File: config.mk
export PLATFORM = sky130hd
export DESIGN_NAME = twin_bank_irq_ctrl
export DESIGN_NICKNAME = d
export VERILOG_FILES = /design/src/rtl/irqc_pkg.sv /design/src/rtl/irqc_decode.sv /design/src/rtl/irqc_bank.sv /design/src/rtl/twin_bank_irq_ctrl.sv
export SDC_FILE = /design/constraint.sdc
export NUM_CORES = 1
export LEC_CHECK = 0
export ABC_AREA = 1
export BUFFER_PORTS_ARGS = -buffer_cell sky130_fd_sc_hd__buf_2
export CORE_UTILIZATION = 35
export DETAILED_ROUTE_END_ITERATION = 8
export PLACE_DENSITY = 0.61
export SLEW_MARGIN = 20
export SYNTH_ARGS = -nofsm -noshare
export SYNTH_HDL_FRONTEND = slang
export SYNTH_HIERARCHICAL = 1
export SYNTH_SLANG_ARGS = --single-unit
File: constraint.sdc
create_clock -name clk_i -period 1.1 [get_ports clk_i]
set_input_delay 0.22 -clock clk_i [delete_from_list [all_inputs] [get_ports clk_i]]
set_output_delay 0.22 -clock clk_i [all_outputs]
set_load 0.005 [all_outputs]
File: src/rtl/irqc_pkg.sv
package irqc_pkg;
  localparam int unsigned SLOT_SHIFT = 4;
  localparam int unsigned SLOT_BASE  = 16;

  typedef enum logic [1:0] {
    REG_EVT  = 2'd0,
    REG_MASK = 2'd1,
    REG_ACK  = 2'd2,
    REG_LVL  = 2'd3
  } reg_sel_e;
endpackage

File: src/rtl/irqc_decode.sv
module irqc_decode
  import irqc_pkg::*;
#(
  parameter int unsigned ADDR_W    = 12,
  parameter int unsigned NUM_BANKS = 2
) (
  input  logic [ADDR_W-1:0]    addr_i,
  output logic [NUM_BANKS-1:0] bank_sel_o,
  output reg_sel_e             reg_o,
  output logic                 hit_o
);
  localparam int unsigned IDX_W = ADDR_W - SLOT_SHIFT;

  logic [ADDR_W-1:0] offs;
  logic [IDX_W-1:0]  idx;
  logic              aligned;

  // wraps modulo window size, so offsets below the base land on a huge index
  assign offs    = addr_i - ADDR_W'(SLOT_BASE);
  assign idx     = offs[ADDR_W-1:SLOT_SHIFT];
  assign aligned = (offs[1:0] == 2'b00);
  assign hit_o   = aligned && (idx < IDX_W'(NUM_BANKS));
  assign reg_o   = reg_sel_e'(offs[3:2]);

  for (genvar b = 0; b < NUM_BANKS; b++) begin : g_sel
    assign bank_sel_o[b] = aligned && (idx == IDX_W'(b));
  end
endmodule

File: src/rtl/irqc_bank.sv
module irqc_bank #(
  parameter int unsigned          W        = 32,
  parameter logic [W-1:0]         LVL_MODE = '0
) (
  input  logic         clk_i,
  input  logic         rst_ni,
  input  logic [W-1:0] lines_i,
  input  logic         mask_we_i,
  input  logic         ack_we_i,
  input  logic [W-1:0] wdata_i,
  output logic [W-1:0] evt_o,
  output logic [W-1:0] mask_o,
  output logic [W-1:0] lvl_o
);
  logic [W-1:0] evt_q, mask_q, lvl_q;
  logic [W-1:0] rise, ack, evt_d;
  logic         armed_q;

  assign rise = lines_i & ~lvl_q;
  assign ack  = ack_we_i ? wdata_i : '0;
  // edge sources: rising edge beats a same-cycle acknowledge
  assign evt_d = (LVL_MODE & lines_i) | (~LVL_MODE & ((evt_q & ~ack) | rise));

  always_ff @(posedge clk_i or negedge rst_ni) begin
    if (!rst_ni) begin
      evt_q   <= '0;
      mask_q  <= '0;
      lvl_q   <= '0;
      armed_q <= 1'b0;
    end else begin
      evt_q   <= evt_d;
      lvl_q   <= lines_i;
      armed_q <= 1'b1;
      if (mask_we_i) mask_q <= wdata_i;
    end
  end

  assign evt_o  = evt_q;
  assign mask_o = mask_q;
  assign lvl_o  = lvl_q;

  // a rising edge on an edge source always leaves its bit set
  p_edge_set_r4: assert property (@(posedge clk_i) disable iff (!rst_ni)
    (armed_q && ((rise & ~LVL_MODE) != '0)) |=>
      ((evt_q & $past(rise & ~LVL_MODE)) == $past(rise & ~LVL_MODE)));

  p_edge_hold_r4: assert property (@(posedge clk_i) disable iff (!rst_ni)
    (armed_q && !ack_we_i) |=>
      ((evt_q & $past(evt_q & ~LVL_MODE)) == $past(evt_q & ~LVL_MODE)));

  p_level_follow_r5: assert property (@(posedge clk_i) disable iff (!rst_ni)
    armed_q |=> ((evt_q & LVL_MODE) == ($past(lines_i) & LVL_MODE)));

  p_lvl_track_r6: assert property (@(posedge clk_i) disable iff (!rst_ni)
    armed_q |=> (lvl_q == $past(lines_i)));
endmodule

File: src/rtl/twin_bank_irq_ctrl.sv
module twin_bank_irq_ctrl
  import irqc_pkg::*;
#(
  parameter int unsigned  NUM_BANKS      = 2,
  parameter int unsigned  BANK_W         = 32,
  parameter int unsigned  ADDR_W         = 12,
  parameter logic [31:0]  UPPER_LVL_MODE = 32'h1FF0_0000
) (
  input  logic                        clk_i,
  input  logic                        rst_ni,
  input  logic [NUM_BANKS*BANK_W-1:0] irq_lines_i,
  input  logic [ADDR_W-1:0]           bus_addr_i,
  input  logic                        bus_wr_i,
  input  logic [BANK_W-1:0]           bus_wdata_i,
  input  logic                        bus_rd_i,
  output logic [BANK_W-1:0]           bus_rdata_o,
  output logic                        cpu_irq_o
);
  logic [NUM_BANKS-1:0]             bank_sel;
  reg_sel_e                         reg_sel;
  logic                             hit;
  logic [NUM_BANKS-1:0][BANK_W-1:0] evt_all, mask_all, lvl_all;
  logic [NUM_BANKS-1:0]             pend;
  logic [BANK_W-1:0]                rd_word, rdata_q;

  irqc_decode #(.ADDR_W(ADDR_W), .NUM_BANKS(NUM_BANKS)) u_dec (
    .addr_i     (bus_addr_i),
    .bank_sel_o (bank_sel),
    .reg_o      (reg_sel),
    .hit_o      (hit)
  );

  for (genvar b = 0; b < NUM_BANKS; b++) begin : g_bank
    localparam logic [BANK_W-1:0] MODE = (b == 1) ? BANK_W'(UPPER_LVL_MODE) : '0;
    irqc_bank #(.W(BANK_W), .LVL_MODE(MODE)) u_bank (
      .clk_i     (clk_i),
      .rst_ni    (rst_ni),
      .lines_i   (irq_lines_i[b*BANK_W +: BANK_W]),
      .mask_we_i (bus_wr_i && bank_sel[b] && (reg_sel == REG_MASK)),
      .ack_we_i  (bus_wr_i && bank_sel[b] && (reg_sel == REG_ACK)),
      .wdata_i   (bus_wdata_i),
      .evt_o     (evt_all[b]),
      .mask_o    (mask_all[b]),
      .lvl_o     (lvl_all[b])
    );
    assign pend[b] = |(evt_all[b] & mask_all[b]);
  end

  always_comb begin
    rd_word = '0;
    for (int b = 0; b < NUM_BANKS; b++) begin
      if (bank_sel[b]) begin
        unique case (reg_sel)
          REG_EVT:  rd_word = evt_all[b];
          REG_MASK: rd_word = mask_all[b];
          REG_ACK:  rd_word = '0;
          REG_LVL:  rd_word = lvl_all[b];
        endcase
      end
    end
  end

  always_ff @(posedge clk_i or negedge rst_ni) begin
    if (!rst_ni)       rdata_q <= '0;
    else if (bus_rd_i) rdata_q <= rd_word;
  end

  assign bus_rdata_o = rdata_q;
  assign cpu_irq_o   = |pend;

  p_sel_onehot_r1: assert property (@(posedge clk_i) disable iff (!rst_ni)
    $onehot0(bank_sel));

  p_far_wr_r2: assert property (@(posedge clk_i) disable iff (!rst_ni)
    (bus_wr_i && !hit) |=> $stable(mask_all));

  p_far_rd_r2: assert property (@(posedge clk_i) disable iff (!rst_ni)
    (bus_rd_i && !hit) |=> (bus_rdata_o == '0));

  p_no_mask_quiet_r7: assert property (@(posedge clk_i) disable iff (!rst_ni)
    (mask_all == '0) |-> !cpu_irq_o);

  p_rd_hold_r10: assert property (@(posedge clk_i) disable iff (!rst_ni)
    !bus_rd_i |=> $stable(bus_rdata_o));
endmodule

# == Word-level counts from Yosys, hierarchy flattened ==
# Cells that the tools add are included.
# op_classes
n_lt_le_gt_ge,0
div_mod_pow,0
n_mux,6
n_shift,0
mul,0
reduce_logical,12
bitwise,13
eq_ne,4
add_sub_neg,1
# op_table
operator,n
$pmux W32 S4,2
$and A32 B32 Y32,6
$mux W32,4
$not A32 Y32,4
$or A32 B32 Y32,2
$reduce_or A64 Y1,1
$or A29 B32 Y32,1
$sub A12 B5 Y12 const B,1
$eq A8 B1 Y1 const B,1
$logic_and A1 B1 Y1,8
$logic_not A8 Y1,1
$eq A2 B2 Y1 const B,2
$logic_not A2 Y1,2
$eq A2 B1 Y1 const B,1
# totals
mem_count,0
elab_cells,43
romBits,0
latch_bits,0
ramBits,0
register_bits,224

# == Logic depth before layout (Yosys ltp) ==
# logic_depth
word_depth,10
mapped_depth,14
depth_no_buf,13

# == Hierarchy ==
# The synthesis kept the hierarchy.
# by_module_without_submodules
module,cells_each,seq_area_each_um2,n_inst,area_each_um2
irqc_bank (g_bank[0].u_bank),362,2402.3,1,3512.1
twin_bank_irq_ctrl,651,800.8,1,3313.2
irqc_bank (g_bank[1].u_bank),316,2177.1,1,3299.4
irqc_decode,41,0.0,1,219.0

# == Worst setup path before layout ==
# Ideal clock, no wire load.
# synth_timing
path_type,input port to flip-flop
start,input port bus_addr_i[4]
end,register g_bank[1].u_bank.evt_q[0]
setup_ns,0.116
path_buffers,2
required_time_ns,0.984
arrival_ns,2.153
setup_slack_ns,-1.169
path_stages,13
path_cell_list,inv_1 > ha_1 > nand2_1 > o21ai_1 > nand3_2 > nor2_1 > clkbuf_1 > inv_1 > nor4_1 > buf_6 > nand2_1 > nand2_1 > nand2_1
# synth_via
elab_chain_cells,10
# synth_rtl
item,line_no,rtl
from (decl),twin_bank_irq_ctrl.sv:12,"input logic [ADDR_W-1:0] bus_addr_i,"
$sub A12 B5 Y12,irqc_decode.sv:19,assign offs = addr_i - ADDR_W'(SLOT_BASE);
$eq A8 B1 Y1,irqc_decode.sv:26,assign bank_sel_o[b] = aligned && (idx == IDX_W'(b));
$logic_and A1 B1 Y1,irqc_decode.sv:26,
via bank_sel[1],twin_bank_irq_ctrl.sv:19,logic [NUM_BANKS-1:0] bank_sel;
$logic_and A1 B1 Y1 (2 in a row),twin_bank_irq_ctrl.sv:40,".ack_we_i (bus_wr_i && bank_sel[b] && (reg_sel == REG_ACK)),"
$mux W32,irqc_bank.sv:20,assign ack = ack_we_i ? wdata_i : '0;
$not A32 Y32,irqc_bank.sv:22,assign evt_d = (LVL_MODE & lines_i) | (~LVL_MODE & ((evt_q & ~ack) | rise));
$and A32 B32 Y32,irqc_bank.sv:22,
$or A32 B32 Y32,irqc_bank.sv:22,
$or A29 B32 Y32,irqc_bank.sv:22,
via g_bank[1].u_bank.evt_d[0],irqc_bank.sv:16,"logic [W-1:0] rise, ack, evt_d;"
to (signal assigned),irqc_bank.sv:31,evt_q <= evt_d;
to (decl),irqc_bank.sv:15,"logic [W-1:0] evt_q, mask_q, lvl_q;"
# The timed path passes the listed nets, and every way through them passes these cells.
# A chain may end at the register's enable or synchronous reset.

# == Worst setup path after layout ==
# layout_timing
start,register g_bank[0].u_bank.evt_q[23]
end,output port cpu_irq_o
# layout_via
elab_chain_cells,2
# layout_rtl
item,line_no,rtl
from (decl),irqc_bank.sv:15,
from (signal assigned),irqc_bank.sv:31,
$and A32 B32 Y32,twin_bank_irq_ctrl.sv:46,assign pend[b] = |(evt_all[b] & mask_all[b]);
$reduce_or A64 Y1,twin_bank_irq_ctrl.sv:69,assign cpu_irq_o = |pend;
to (decl),twin_bank_irq_ctrl.sv:17,output logic cpu_irq_o
# No other way between the ends.

==> flow_summary.html <==
<table>
<tr><th>Metric</th><th>Value</th></tr>
<tr><th colspan="2">Power and ir drop</th></tr>
<tr><td>Tot Pwr</td><td>18.8 mW</td></tr>
<tr><td>Pwr Density</td><td>1120 mW/mm2</td></tr>
<tr><td>Maximum ir drop on the vdd rail</td><td>about 1.1 mV</td></tr>
<tr><td>Static leakage</td><td>9.42 nW</td></tr>
<tr><th colspan="2">Setup path</th></tr>
<tr><td>Critical path required time</td><td>880 ps</td></tr>
<tr><td>Kind of end point of the critical path</td><td>output pin</td></tr>
<tr><td>Maximum fanout along the worst path</td><td>2</td></tr>
<tr><td>Startpoint-to-endpoint class of the critical path</td><td>reg -&gt; out</td></tr>
<tr><td>Crit start category</td><td>register</td></tr>
<tr><td>Worst endpoint data arrival time</td><td>~1900 ps</td></tr>
<tr><th colspan="2">Layout</th></tr>
<tr><td>Share of final-layout standard cells stronger than drive strength 1</td><td>0.395</td></tr>
<tr><td>Final #Nets</td><td>between 1500 and 2000</td></tr>
<tr><td>Area Overhead vs Synth</td><td>62.5%</td></tr>
<tr><td>Layout Utilization</td><td>0.582</td></tr>
<tr><td>Post-route standard cell area excluding fillers</td><td>between 0.015 and 0.02 mm2</td></tr>
<tr><th colspan="2">Floorplan</th></tr>
<tr><td>Die Width</td><td>174 um</td></tr>
<tr><td>Core box area</td><td>~0.029 mm2</td></tr>
<tr><td>Die height</td><td>roughly 170 um</td></tr>
<tr><td>I/O pin count</td><td>145</td></tr>
<tr><td>Starting density of the core</td><td>0.358</td></tr>
<tr><td>Die ar.</td><td>approximately 0.030 mm2</td></tr>
<tr><td>Count of standard-cell rows</td><td>62</td></tr>
<tr><th colspan="2">Route</th></tr>
<tr><td>Initial detailed-routing violation count</td><td>roughly 540</td></tr>
<tr><td>Number of iterations in the first detailed-routing pass</td><td>5</td></tr>
<tr><td>Total wirelength of the detailed-routed design</td><td>~36000 um</td></tr>
<tr><td>Post-route ant nets</td><td>0</td></tr>
<tr><td>Number of DRC violations after detailed routing</td><td>0</td></tr>
<tr><td>Via count</td><td>approximately 10000</td></tr>
<tr><td>WL per Instance</td><td>16.0 um</td></tr>
<tr><td>Via/cell ratio</td><td>4.59</td></tr>
<tr><th colspan="2">Global routing</th></tr>
<tr><td>Number of global-route vias before repair</td><td>10700</td></tr>
<tr><td>Initial antenna violation count</td><td>3</td></tr>
<tr><td>Total grt overflow</td><td>0</td></tr>
<tr><td>GRT Util Overall</td><td>0.237</td></tr>
<tr><td>Maximum number of pins on one net before global-route repair</td><td>just over 40</td></tr>
<tr><td>Global-route wire length before repair</td><td>56000 um</td></tr>
<tr><th colspan="2">STA</th></tr>
<tr><td>Final worst setup slack</td><td>-965 ps</td></tr>
<tr><td>Achievable clock frequency</td><td>slightly below 500 MHz</td></tr>
<tr><td>Number of endpoints failing setup at the final stage</td><td>184</td></tr>
<tr><td>Worst-Margin Slew</td><td>roughly 400 ps</td></tr>
<tr><td>Max-slew headroom at the worst pin</td><td>0.734</td></tr>
<tr><td>Hold WS</td><td>around 150 ps</td></tr>
<tr><td>Count of final max-slew check failures</td><td>0</td></tr>
<tr><td>Share of the cycle needed by the critical path after routing</td><td>1.88</td></tr>
<tr><td>RSZ-0062 raised after global routing</td><td>true</td></tr>
<tr><td>Worst clock skew</td><td>~11 ps</td></tr>
<tr><td>Shortest period the worst path allows</td><td>slightly above 2000 ps</td></tr>
<tr><td>Final hold viol count</td><td>0</td></tr>
<tr><th colspan="2">Clock network</th></tr>
<tr><td>Buffer cell driving the clock tree root</td><td>sky130_fd_sc_hd__clkbuf_16</td></tr>
<tr><td>Skew-Pair Late Insertion Delay</td><td>540 ps</td></tr>
<tr><td>TritonCTS clock tree</td><td>done</td></tr>
<tr><td>Total clock sinks</td><td>215</td></tr>
<tr><td>Clock slew at reported path FFs</td><td>roughly 60 ps</td></tr>
<tr><td># H-tree levels</td><td>1</td></tr>
<tr><td>Number of buffers between clock root and the deepest sink</td><td>3</td></tr>
<tr><td>Clock buffers created by TritonCTS</td><td>26</td></tr>
<tr><th colspan="2">Placement</th></tr>
<tr><td>Count of port buffers added during placement</td><td>144</td></tr>
<tr><td>Total cell area at the placement stage</td><td>about 0.013 mm2</td></tr>
<tr><td>Half-perimeter wire length after detailed placement</td><td>just under 20000 um</td></tr>
<tr><td>Final weighted congestion of routability-driven global placement</td><td>slightly above 0.8</td></tr>
<tr><td>Place WS</td><td>-1260 ps</td></tr>
<tr><th colspan="2">Yosys</th></tr>
<tr><td>Synth Net Count</td><td>~1500</td></tr>
<tr><td>Mean Syn Cell Area</td><td>7.56 um2</td></tr>
<tr><td>Number of standard cells after synthesis</td><td>1366</td></tr>
<tr><td>Synth warnings</td><td>6</td></tr>
<tr><td>Summed instance area of the synthesized netlist</td><td>0.0103 mm2</td></tr>
<tr><th colspan="2">Flow run</th></tr>
<tr><td>Max-Cap Viols</td><td>0</td></tr>
<tr><th colspan="2">Run status</th></tr>
<tr><td>Failing checks</td><td>negative setup slack</td></tr>
<tr><td>Result of the run</td><td>finished with violations</td></tr>
<tr><th colspan="2">Worst hold path</th></tr>
<tr><td>Hold crit path type</td><td>in -&gt; reg</td></tr>
</table>
## cell type report
cell class                 instances  area, um2
tap                              384        480
sequential                       215       5380
multi-input combinational        943       5120
fill                            2605      12100
timing repair buffer             484       4360
clock buffer                      35        746
clock inverter                    11        133
inverter                         146        561
antenna                            3       7.51
## registers in the layout (all words and copies together) (netlist names)
signal                count
g_bank.u_bank/evt_o      55
g_bank.u_bank/lvl_o      64
bus_rdata_o              32
g_bank.u_bank/mask_o     64
## timing repair
item / 4_1_cts / 5_1_grt
endpoints found under the setup margin: 184 / 184
setup buffers: 49 / 23
hold buffers: 97 / 0
resized for setup: 188 / 235
endpoints found under the hold margin: 398 / 0
gates cloned: 20 / 3
pin swaps: 48 / 94
## metal layers
metal	GRT usage	share of wire
met2	0.403	0.48
met1	0.302	0.43
met3	0.0362	0.047
met5	0	0
met4	0.0895	0.037
## per-stage QoR
| stage | setup TNS (ps) | std cells |
|---|---|---|
| after global routing | -91640 | 2220 |
| after global placement | -147910 | 2003 |
| after detailed placement | -155960 | 2003 |
| after floorplan | -79220 | 1366 |
| after CTS | -65260 | 2212 |
| final | -78610 | 2221 |
## power breakdown
group | internal, mW | switching, mW
Sequential | 8.05 | 0.0782
Combinational | 0.771 | 1.05
Clock | 5.42 | 3.44
## layout by cell type (no fill, tap or decap), drive strengths merged
cell	instances
nand2	764
buf	385
dfrtp	215
inv	144
dlygate4sd3	97
nand3	74
o21ai	66
clkbuf	37
nor2	23
clkinv	8
nand4	6
diode	3
bufinv	3
ha	3
nor4	2
nor3	2
clkinvlp	2
xnor2	1
or2	1
a21oi	1
## final timing paths
| kind | startpoint | endpoint | slack [ps] | cells after the start |
|---|---|---|---|---|
| min in group asynchronous | rst_ni | bus_rdata_o[22] | 190 | 2 |
| max in group asynchronous | rst_ni | bus_rdata_o[6] | 350 | 3 |
| setup / recovery | g_bank[0].u_bank/evt_o[23] | cpu_irq_o | -970 | 7 |
| hold / removal | bus_rd_i | bus_rdata_o[10] | 150 | 4 |
| setup reg to reg | g_bank[1].u_bank/evt_o[8] | bus_rdata_o[8] | 40 | 7 |
| hold reg to reg | bus_rdata_o[1] | bus_rdata_o[1] | 460 | 2 |
## critical path: stages, from the launching register on
cell and delay, ps:
sky130_fd_sc_hd__dfrtp_1 380, sky130_fd_sc_hd__nand2_1 110, sky130_fd_sc_hd__nand4_1 140, sky130_fd_sc_hd__nor2_1 260, sky130_fd_sc_hd__nand2_4 90, sky130_fd_sc_hd__nor2_4 110, sky130_fd_sc_hd__nand2_2 90, sky130_fd_sc_hd__buf_2 130
Power figures use the tool's default switching activity.
